File: src/rtl/sr_seq_pkg.sv
package sr_seq_pkg;

    typedef enum logic [1:0] {
        CMD_NONE = 2'd0,
        CMD_PREA = 2'd1,
        CMD_REF  = 2'd2,
        CMD_SRE  = 2'd3
    } sr_cmd_e;

    typedef enum logic [3:0] {
        ST_IDLE,
        ST_HANDSHAKE,
        ST_R0_PREA,
        ST_R0_SRE,
        ST_SR_GAP,
        ST_R1_PREA,
        ST_R1_SRE,
        ST_FINISH,
        ST_AR_R0,
        ST_AR_GAP,
        ST_AR_R1
    } sr_state_e;

endpackage

File: src/rtl/sr_cfg_regs.sv
module sr_cfg_regs #(
    parameter int CNT_W       = 8,
    parameter int RST_TIMEOUT = 8'hFF,
    parameter int RST_AR_GAP  = 8'h14,
    parameter int RST_SR_GAP  = 8'h14
) (
    input  logic               clk,
    input  logic               rst_n,
    input  logic               we,
    input  logic [3*CNT_W-1:0] wdata,
    output logic [CNT_W-1:0]   sr_gap,
    output logic [CNT_W-1:0]   ar_gap,
    output logic [CNT_W-1:0]   timeout
);
    always_ff @(posedge clk or negedge rst_n) begin
        if (!rst_n) begin
            sr_gap  <= CNT_W'(RST_SR_GAP);
            ar_gap  <= CNT_W'(RST_AR_GAP);
            timeout <= CNT_W'(RST_TIMEOUT);
        end else if (we) begin
            sr_gap  <= wdata[CNT_W-1:0];
            ar_gap  <= wdata[2*CNT_W-1:CNT_W];
            timeout <= wdata[3*CNT_W-1:2*CNT_W];
        end
    end
endmodule

File: src/rtl/sr_hs_timer.sv
module sr_hs_timer #(
    parameter int CNT_W    = 8,
    parameter int PRESCALE = 16
) (
    input  logic             clk,
    input  logic             rst_n,
    input  logic             run,
    input  logic [CNT_W-1:0] limit,
    output logic             expired
);
    localparam int PS_W = (PRESCALE > 2) ? $clog2(PRESCALE) : 1;
    localparam logic [PS_W-1:0] PS_LAST = PS_W'(PRESCALE - 1);

    logic [PS_W-1:0]  pre;
    logic [CNT_W-1:0] ticks;

    always_ff @(posedge clk or negedge rst_n) begin
        if (!rst_n) begin
            pre   <= '0;
            ticks <= '0;
        end else if (!run) begin
            pre   <= '0;
            ticks <= '0;
        end else if (pre == PS_LAST) begin
            pre <= '0;
            if (ticks != '1) ticks <= ticks + 1'b1;
        end else begin
            pre <= pre + 1'b1;
        end
    end

    assign expired = run && (ticks == limit);
endmodule

File: src/rtl/sr_gap_timer.sv
module sr_gap_timer #(
    parameter int CNT_W = 8
) (
    input  logic             clk,
    input  logic             rst_n,
    input  logic             start,
    input  logic [CNT_W-1:0] gap,
    output logic             due
);
    logic [CNT_W-1:0] cnt;
    logic [CNT_W:0]   next_pos;

    always_ff @(posedge clk or negedge rst_n) begin
        if (!rst_n)          cnt <= '0;
        else if (start)      cnt <= CNT_W'(1);
        else if (cnt != '1)  cnt <= cnt + 1'b1;
    end

    assign next_pos = (CNT_W+1)'(cnt) + (CNT_W+1)'(1);
    assign due      = next_pos >= (CNT_W+1)'(gap);
endmodule

File: src/rtl/sr_entry_seq.sv
module sr_entry_seq
    import sr_seq_pkg::*;
#(
    parameter int CNT_W    = 8,
    parameter int PRESCALE = 16
) (
    input  logic               clk,
    input  logic               rst_n,
    input  logic               cfg_we,
    input  logic [3*CNT_W-1:0] cfg_wdata,
    input  logic               err_clr,
    input  logic               sre_req,
    input  logic               ar_req,
    input  logic               hs_ack,
    output logic               hs_req,
    output logic               cmd_valid,
    output logic [1:0]         cmd_type,
    output logic               cmd_rank,
    output logic               seq_done,
    output logic               tmo_err
);
    sr_state_e        state, nxt;
    sr_cmd_e          cmd_e;
    logic [CNT_W-1:0] sr_gap, ar_gap, timeout, gap_sel;
    logic             tmo_hit, gap_due, gap_start, in_ar;

    sr_cfg_regs #(.CNT_W(CNT_W)) u_cfg (
        .clk(clk), .rst_n(rst_n), .we(cfg_we), .wdata(cfg_wdata),
        .sr_gap(sr_gap), .ar_gap(ar_gap), .timeout(timeout)
    );

    sr_hs_timer #(.CNT_W(CNT_W), .PRESCALE(PRESCALE)) u_hs (
        .clk(clk), .rst_n(rst_n), .run(state == ST_HANDSHAKE),
        .limit(timeout), .expired(tmo_hit)
    );

    assign in_ar     = (state == ST_AR_R0) || (state == ST_AR_GAP);
    assign gap_sel   = in_ar ? ar_gap : sr_gap;
    assign gap_start = (state == ST_R0_PREA) || (state == ST_AR_R0);

    sr_gap_timer #(.CNT_W(CNT_W)) u_gap (
        .clk(clk), .rst_n(rst_n), .start(gap_start),
        .gap(gap_sel), .due(gap_due)
    );

    // state register
    always_ff @(posedge clk or negedge rst_n) begin
        if (!rst_n) state <= ST_IDLE;
        else        state <= nxt;
    end

    // transitions
    always_comb begin
        nxt = state;
        unique case (state)
            ST_IDLE: begin
                if (sre_req)     nxt = ST_HANDSHAKE;
                else if (ar_req) nxt = ST_AR_R0;
            end
            ST_HANDSHAKE: if (hs_ack || tmo_hit) nxt = ST_R0_PREA;
            ST_R0_PREA:   nxt = ST_R0_SRE;
            ST_R0_SRE:    nxt = gap_due ? ST_R1_PREA : ST_SR_GAP;
            ST_SR_GAP:    if (gap_due) nxt = ST_R1_PREA;
            ST_R1_PREA:   nxt = ST_R1_SRE;
            ST_R1_SRE:    nxt = ST_FINISH;
            ST_FINISH:    nxt = ST_IDLE;
            ST_AR_R0:     nxt = (ar_gap <= CNT_W'(1)) ? ST_AR_R1 : ST_AR_GAP;
            ST_AR_GAP:    if (gap_due) nxt = ST_AR_R1;
            ST_AR_R1:     nxt = ST_IDLE;
            default:      nxt = ST_IDLE;
        endcase
    end

    // outputs
    always_comb begin
        hs_req    = 1'b0;
        cmd_valid = 1'b0;
        cmd_e     = CMD_NONE;
        cmd_rank  = 1'b0;
        seq_done  = 1'b0;
        unique case (state)
            ST_HANDSHAKE: hs_req = 1'b1;
            ST_R0_PREA: begin cmd_valid = 1'b1; cmd_e = CMD_PREA; end
            ST_R0_SRE:  begin cmd_valid = 1'b1; cmd_e = CMD_SRE;  end
            ST_R1_PREA: begin cmd_valid = 1'b1; cmd_e = CMD_PREA; cmd_rank = 1'b1; end
            ST_R1_SRE:  begin cmd_valid = 1'b1; cmd_e = CMD_SRE;  cmd_rank = 1'b1; end
            ST_FINISH:  seq_done = 1'b1;
            ST_AR_R0:   begin cmd_valid = 1'b1; cmd_e = CMD_REF; end
            ST_AR_R1:   begin cmd_valid = 1'b1; cmd_e = CMD_REF; cmd_rank = 1'b1; end
            default: ;
        endcase
    end

    assign cmd_type = cmd_e;

    // sticky timeout flag: a new expiry wins over a clear in the same cycle
    always_ff @(posedge clk or negedge rst_n) begin
        if (!rst_n)
            tmo_err <= 1'b0;
        else if (state == ST_HANDSHAKE && tmo_hit && !hs_ack)
            tmo_err <= 1'b1;
        else if (err_clr)
            tmo_err <= 1'b0;
    end
endmodule

File: config.mk
export PLATFORM = sky130hd
export DESIGN_NAME = sr_entry_seq
export DESIGN_NICKNAME = d
export VERILOG_FILES = /design/src/rtl/sr_seq_pkg.sv /design/src/rtl/sr_cfg_regs.sv /design/src/rtl/sr_hs_timer.sv /design/src/rtl/sr_gap_timer.sv /design/src/rtl/sr_entry_seq.sv
export SDC_FILE = /design/constraint.sdc
export NUM_CORES = 1
export LEC_CHECK = 0
export ABC_AREA = 1
export BUFFER_PORTS_ARGS = -buffer_cell sky130_fd_sc_hd__clkbuf_2
export CORE_MARGIN = 2
export CORE_UTILIZATION = 50
export CTS_CLUSTER_DIAMETER = 40
export CTS_CLUSTER_SIZE = 25
export DETAILED_ROUTE_END_ITERATION = 10
export MAX_ROUTING_LAYER = met4
export PLACE_DENSITY_LB_ADDON = 0.05
export SETUP_SLACK_MARGIN = 0.4
export SYNTH_ARGS = -nofsm -noshare
export SYNTH_HDL_FRONTEND = slang
export SYNTH_SLANG_ARGS = --single-unit
File: constraint.sdc
create_clock -name clk -period 4.45 [get_ports clk]
set_input_delay 0.2225 -clock clk [delete_from_list [all_inputs] [get_ports clk]]
set_output_delay 0.2225 -clock clk [all_outputs]
set_load 0.01 [all_outputs]
======== Word level (Yosys, flattened, before mapping) ========
Index checks and enable logic that the tools add are counted.
cells by class
  add/subtract/negate cells ............... 4
  multiplexer cells ....................... 23
  equality and inequality tests ........... 20
  magnitude comparators ................... 2
  reduce and logical (&&, ||, !) cells .... 17
operators by type and width
  kind                                                                   number
  8-bit two-way mux                                                      6
  4-bit one-hot mux with 9 select lines                                  1
  4-bit two-way mux                                                      7
  8-bit by 1-bit adder with 8-bit output, second input constant          2
  4-bit by 3-bit == test with 1-bit output, second input constant        4
  4-bit == test, second input constant                                   4
  8-bit != test, second input constant                                   2
  2-bit != test, second input constant                                   5
  8-bit by 1-bit adder with 9-bit output, second input constant          1
  9-bit by 8-bit greater-or-equal comparator with 1-bit output           1
  4-bit by 2-bit == test with 1-bit output, second input constant        2
  8-bit == test                                                          1
  8-bit by 1-bit <= comparator with 1-bit output, second input constant  1
  1-bit two-way mux                                                      7
  2-bit one-hot mux with 3 select lines                                  1
  2-bit OR reduction                                                     3
  6-bit OR reduction                                                     1
  4-bit by 1-bit adder with 4-bit output, second input constant          1
  4-bit by 1-bit == test with 1-bit output, second input constant        1
  4-bit zero test                                                        1
  4-bit AND reduction                                                    1
  2-bit nonzero test                                                     2
  1-bit logical AND                                                      3
  1-bit logical OR                                                       3
  other kinds (5)                                                        5
storage, ports and cells
  register bits after elaboration ......... 49
  input port bits ......................... 31
  logic and storage cells ................. 74
  output and inout bits ................... 7

======== Longest topological paths before layout ========
  word-level depth ........................ 6
  depth in mapped cells ................... 18
  mapped depth without buffers ............ 17

======== Hierarchy ========
From an unflattened synthesis, not the netlist that was laid out.
unflattened totals
  cells, all modules ...................... 390
  area, all modules ....................... 3,039.2 µm²
by module, submodules not included
  module        area each (µm²)  seq. area each (µm²)  times used  cells each
  sr_cfg_regs   989.7            615.6                 1           102
  sr_hs_timer   793.3            300.3                 1           115
  sr_gap_timer  660.6            200.2                 1           89
  sr_entry_seq  595.6            125.1                 1           84

======== Worst setup path before layout ========
OpenSTA, ideal clock, no wires.
  kind .................................... reg2reg
  start point ............................. reg state[2]
  end point ............................... reg state[3]
  required time ........................... 4,333 ps
  arrival time ............................ 2,007 ps
  setup slack ............................. 2,326 ps
  library setup time ...................... 117 ps
  buffers on the path ..................... 1
  cell stages (with the launch flop) ...... 18
  clock period less this slack ............ 2,124 ps
  cell sequence ........................... dfrtp_1 inv_1 nand3_1 clkbuf_1 o21ai_0 ha_1 nand2_1 inv_1 nand2_1 nand3_1 nand2_1 nand2_1 nand2_1 nand3_1 nand2_1 inv_1 nand2_1 nand2_1
on the way
  word-level cells in the longest chain between the ends .. 6
  elaborated cells between the ends (all ways) .. 20
  classes of those cells .................. order compare: 1; eq/ne: 12; mux: 2; reduce/logical: 5
ends and longest elaborated chain
  element                                                       line                                    RTL
  start, declared                                               sr_entry_seq.sv:22                      sr_state_e state, nxt;
  start signal, assigned                                        sr_entry_seq.sv:49                      else state <= nxt;
  4-bit == test                                                 sr_entry_seq.sv:37, sr_entry_seq.sv:55
  1-bit logical OR                                              sr_entry_seq.sv:37                      assign in_ar = (state == ST_AR_R0) || (state == ST_AR_GAP);
  8-bit two-way mux                                             sr_entry_seq.sv:38                      assign gap_sel = in_ar ? ar_gap : sr_gap;
  9-bit by 8-bit greater-or-equal comparator with 1-bit output  sr_gap_timer.sv:20                      assign due = next_pos >= (CNT_W+1)'(gap);
  2-bit != test (no line)                                       -
  4-bit AND reduction (no line)                                 -
Parallel ways exist; a longest one is shown, timed or not.
A chain may end at the register's enable or synchronous reset.

======== Final worst setup path ========
Same ends and word-level chain as after synthesis.

==> metrics.txt <==
Rows 26; Layout area overhead 14.0%; post-DP HPWL 4.11 mm; drt drc 0; fin area 3100 um2; final hold violations 0; sw frac 38.1%; Fmax achieved 407 MHz; initial antenna violation count 0; antenna cells 0; Inst Count DP 450; Yosys top cell area share 34.0%; cell mode on critical path nand2_1; worst vdd ir 0.000264 V; crit-path leading delay family simple AND/OR/NAND/NOR gates; Final setup viols 0; Via density 4.87; P_sw 594 uW; critical path class flip-flop to flip-flop; relative slew slack 53.8%; Crit path required time 4.65 ns; Max-Cap Viols 0; dpl cell area 2970 um2; Mean Syn Cell Area 7.79 um2; I/O pin cnt 38; TritonCTS clock tree done; clock-pin slew on the worst setup and hold paths 0.09 ns; number of clock sinks 49; multi-input combinational cell area 1240 um2; H-tree level count 2; Synth Area in Adders 5.06%; Synth Area in Simple Gates 23.9%; overall power 1.56 mW; GRT Resource Usage Total 20.8%; status finished, final reports clean; Comb pwr share 39.0%; xor/xnor cell area share of the yosys netlist 2.90%; utilization after layout 59.9%; # fillers 462; TritonRoute pass-1 iters 5; final cycle utilization of the critical path 55.2%; Final ANT Viol Nets 0; clock root buffer clkbuf_8; Core Box Area 5170 um2; leakage power 1.58 nW; Clk pwr share 23.8%; crit path buf inv count 3; largest net degree at the start of global routing 50; vias in the first global route 2207; GPL Wtd Cong 0.883; Non-Filler Instances 458; FF+latch area 1240 um2; unrepaired setup endpoints after global routing false; sequential share of power 37.2%; mapped cell area 2720 um2; Least-Margin Pin Slew 0.694 ns; power density over the cells 502 nW/um2; setup TNS 0 ns; Die Y 77.8 um; Synth area leaders dfrtp_1 (34%), nand2_1 (14%), dfstp_2 (12%); Setup crit start kind flip-flop; maximum root-to-sink buffer count 2; Synth Net Count 391; # hold bufs at CTS 0; Clk Latency, worst-skew pair 0.30 ns; Setup Buffers After CTS 0; crit-path cells inv_1 -> nand3_1 -> o21ai_0 -> ha_1 -> nand2_1 -> inv_1 -> nand3_1 -> nand3_1 -> nand2_1 -> nand2_1 -> nand2_1 -> nand3_1 -> nand2_1 -> inv_1 -> nand2_1 -> nand2_1; r2r startpoint state[2]; Ys Warns 0; drt first-iter violations 103; cell taking the most area after synthesis dfrtp_1; GRT overflow 0; Die ar. 6050 um2; Netlist cell types 34; Post-synth EDFFs 0; critical path fanouts, max 17; largest family of logic cells by synthesized area simple AND/OR/NAND/NOR gates; routed len/inst 11.7 um; Worst R2R Path Depth 16; Primary FF master, synth dfrtp_1; die width 77.8 um; post-cts sizing count 0; CP peak stage delay 0.42 ns; Stages on worst setup path 16; Internal 964 uW; asr flop ratio synth 100%; Mapped Cells 349; multiplexer share of the synthesized area 1.24%; Synth top cells by count nand2_1 (100), inv_1 (52), o21ai_0 (40); Crit. End Element flip-flop; Via Count 2229; Data arrival, critical path 2.66 ns; Synth Area in Compound Gates 12.5%; post-route minimum period 2.46 ns; fraction of final layout cells sized beyond drive strength 1 18.8%; IO buf count 37; Hold Crit Class primary input to asynchronous set/reset pin; post-synthesis sequential area ratio 45.6%; most frequent cell after synthesis nand2_1; initial core utilization 52.6%; Routed WL 5.36 mm; nets@finish 429; clk_skew 0.00651 ns; Slew Limit Fails 0; Crit-path slowest cell dfrtp_1; first-pass GRT wire length 9.83 mm; CTS Buf Count 5; reg-to-reg setup timing slack 1.99 ns; Yosys reg bits 49; r2r endpoint state[3]
## stage by stage
stage | worst slack [ns] | hold slack, ns
5_1_grt | 1.58 | 0.0799
2_1_floorplan | 2.33 | -0.0731
6_report | 1.99 | 0.00672
3_5_place_dp | 2.00 | 0.369
3_3_place_gp | 2.11 | 0.373
4_1_cts | 1.99 | 0.0404
## cell families after synthesis
group                      count (synthesis)
AOI/OAI and AO/OA                         60
xor gates and xnor gates                   9
and+or+nand+nor                          156
muxes                                      3
adders and majority gates                 11
buffers and inverters                     61
DFF                                       49
## registers in the layout, indices dropped and copies added, names as in the netlist
| name | cells |
|---|---|
| u_cfg.sr_gap | 8 |
| state | 4 |
| u_gap.cnt | 8 |
| u_cfg.ar_gap | 8 |
| u_hs.ticks | 8 |
| u_hs.pre | 4 |
| tmo_err | 1 |
| u_cfg.timeout | 8 |
## layout by cell type, fill, tap and decap left out, drive strengths merged, types with 5 or more instances in the layout
| master | Yosys | layout |
|---|---|---|
| clkbuf | 5 | 42 |
| ha | 11 | 11 |
| o21ai | 43 | 43 |
| nor2 | 25 | 25 |
| inv | 54 | 54 |
| dfrtp | 37 | 37 |
| nand4 | 5 | 5 |
| dfstp | 12 | 12 |
| a21oi | 8 | 8 |
| nor3 | 5 | 5 |
| nand3 | 16 | 16 |
| xor2 | 5 | 5 |
| nand2 | 104 | 104 |
## worst max-delay path by stage
| stage | from | to |
|---|---|---|
| after floorplan | state[2] | state[3] |
| after global placement | state[2] | state[3] |
| after detailed placement | state[2] | state[3] |
| after CTS | state[2] | state[3] |
| after global routing | state[2] | state[3] |
| final | state[2] | state[3] |
## power by group through the flow
stage / Combinational (mW) / Sequential [mW] / Clock, mW
2_1_floorplan: 0.468 / 0.572 / 0
3_3_place_gp: 0.597 / 0.585 / 0
3_5_place_dp: 0.608 / 0.587 / 0
4_1_cts: 0.610 / 0.579 / 0.378
5_1_grt: 0.718 / 0.592 / 0.394
6_report: 0.608 / 0.579 / 0.371
## cell type report
type | count | share of cell area, %
multi-input cells | 239 | 40.0
well taps | 70 | 2.82
inverters | 54 | 6.62
flip-flops and latches | 49 | 40.0
clock buffers | 5 | 2.22
repair buffers | 38 | 6.21
clock inverters | 3 | 2.10
## routing by layer
layer	GRT usage, %	wire length (um)	vias up
met5	-	0	-
met4	7.86	55	0
met3	3.14	227	4
met2	31.2	2370	46
met1	28.7	2710	986
li1	-	-	1193
## worst reg2reg max path, stage by stage (launching register included)
cell and delay [ns]:
dfrtp_1 0.42, inv_1 0.15, nand3_1 0.39, o21ai_0 0.34, ha_1 0.28, nand2_1 0.07, inv_1 0.03, nand3_1 0.07
nand3_1 0.07, nand2_1 0.06, nand2_1 0.04, nand2_1 0.09, nand3_1 0.08, nand2_1 0.10, inv_1 0.06, nand2_1 0.05
nand2_1 0.05
No activity file was read; power rests on OpenSTA's default activity.
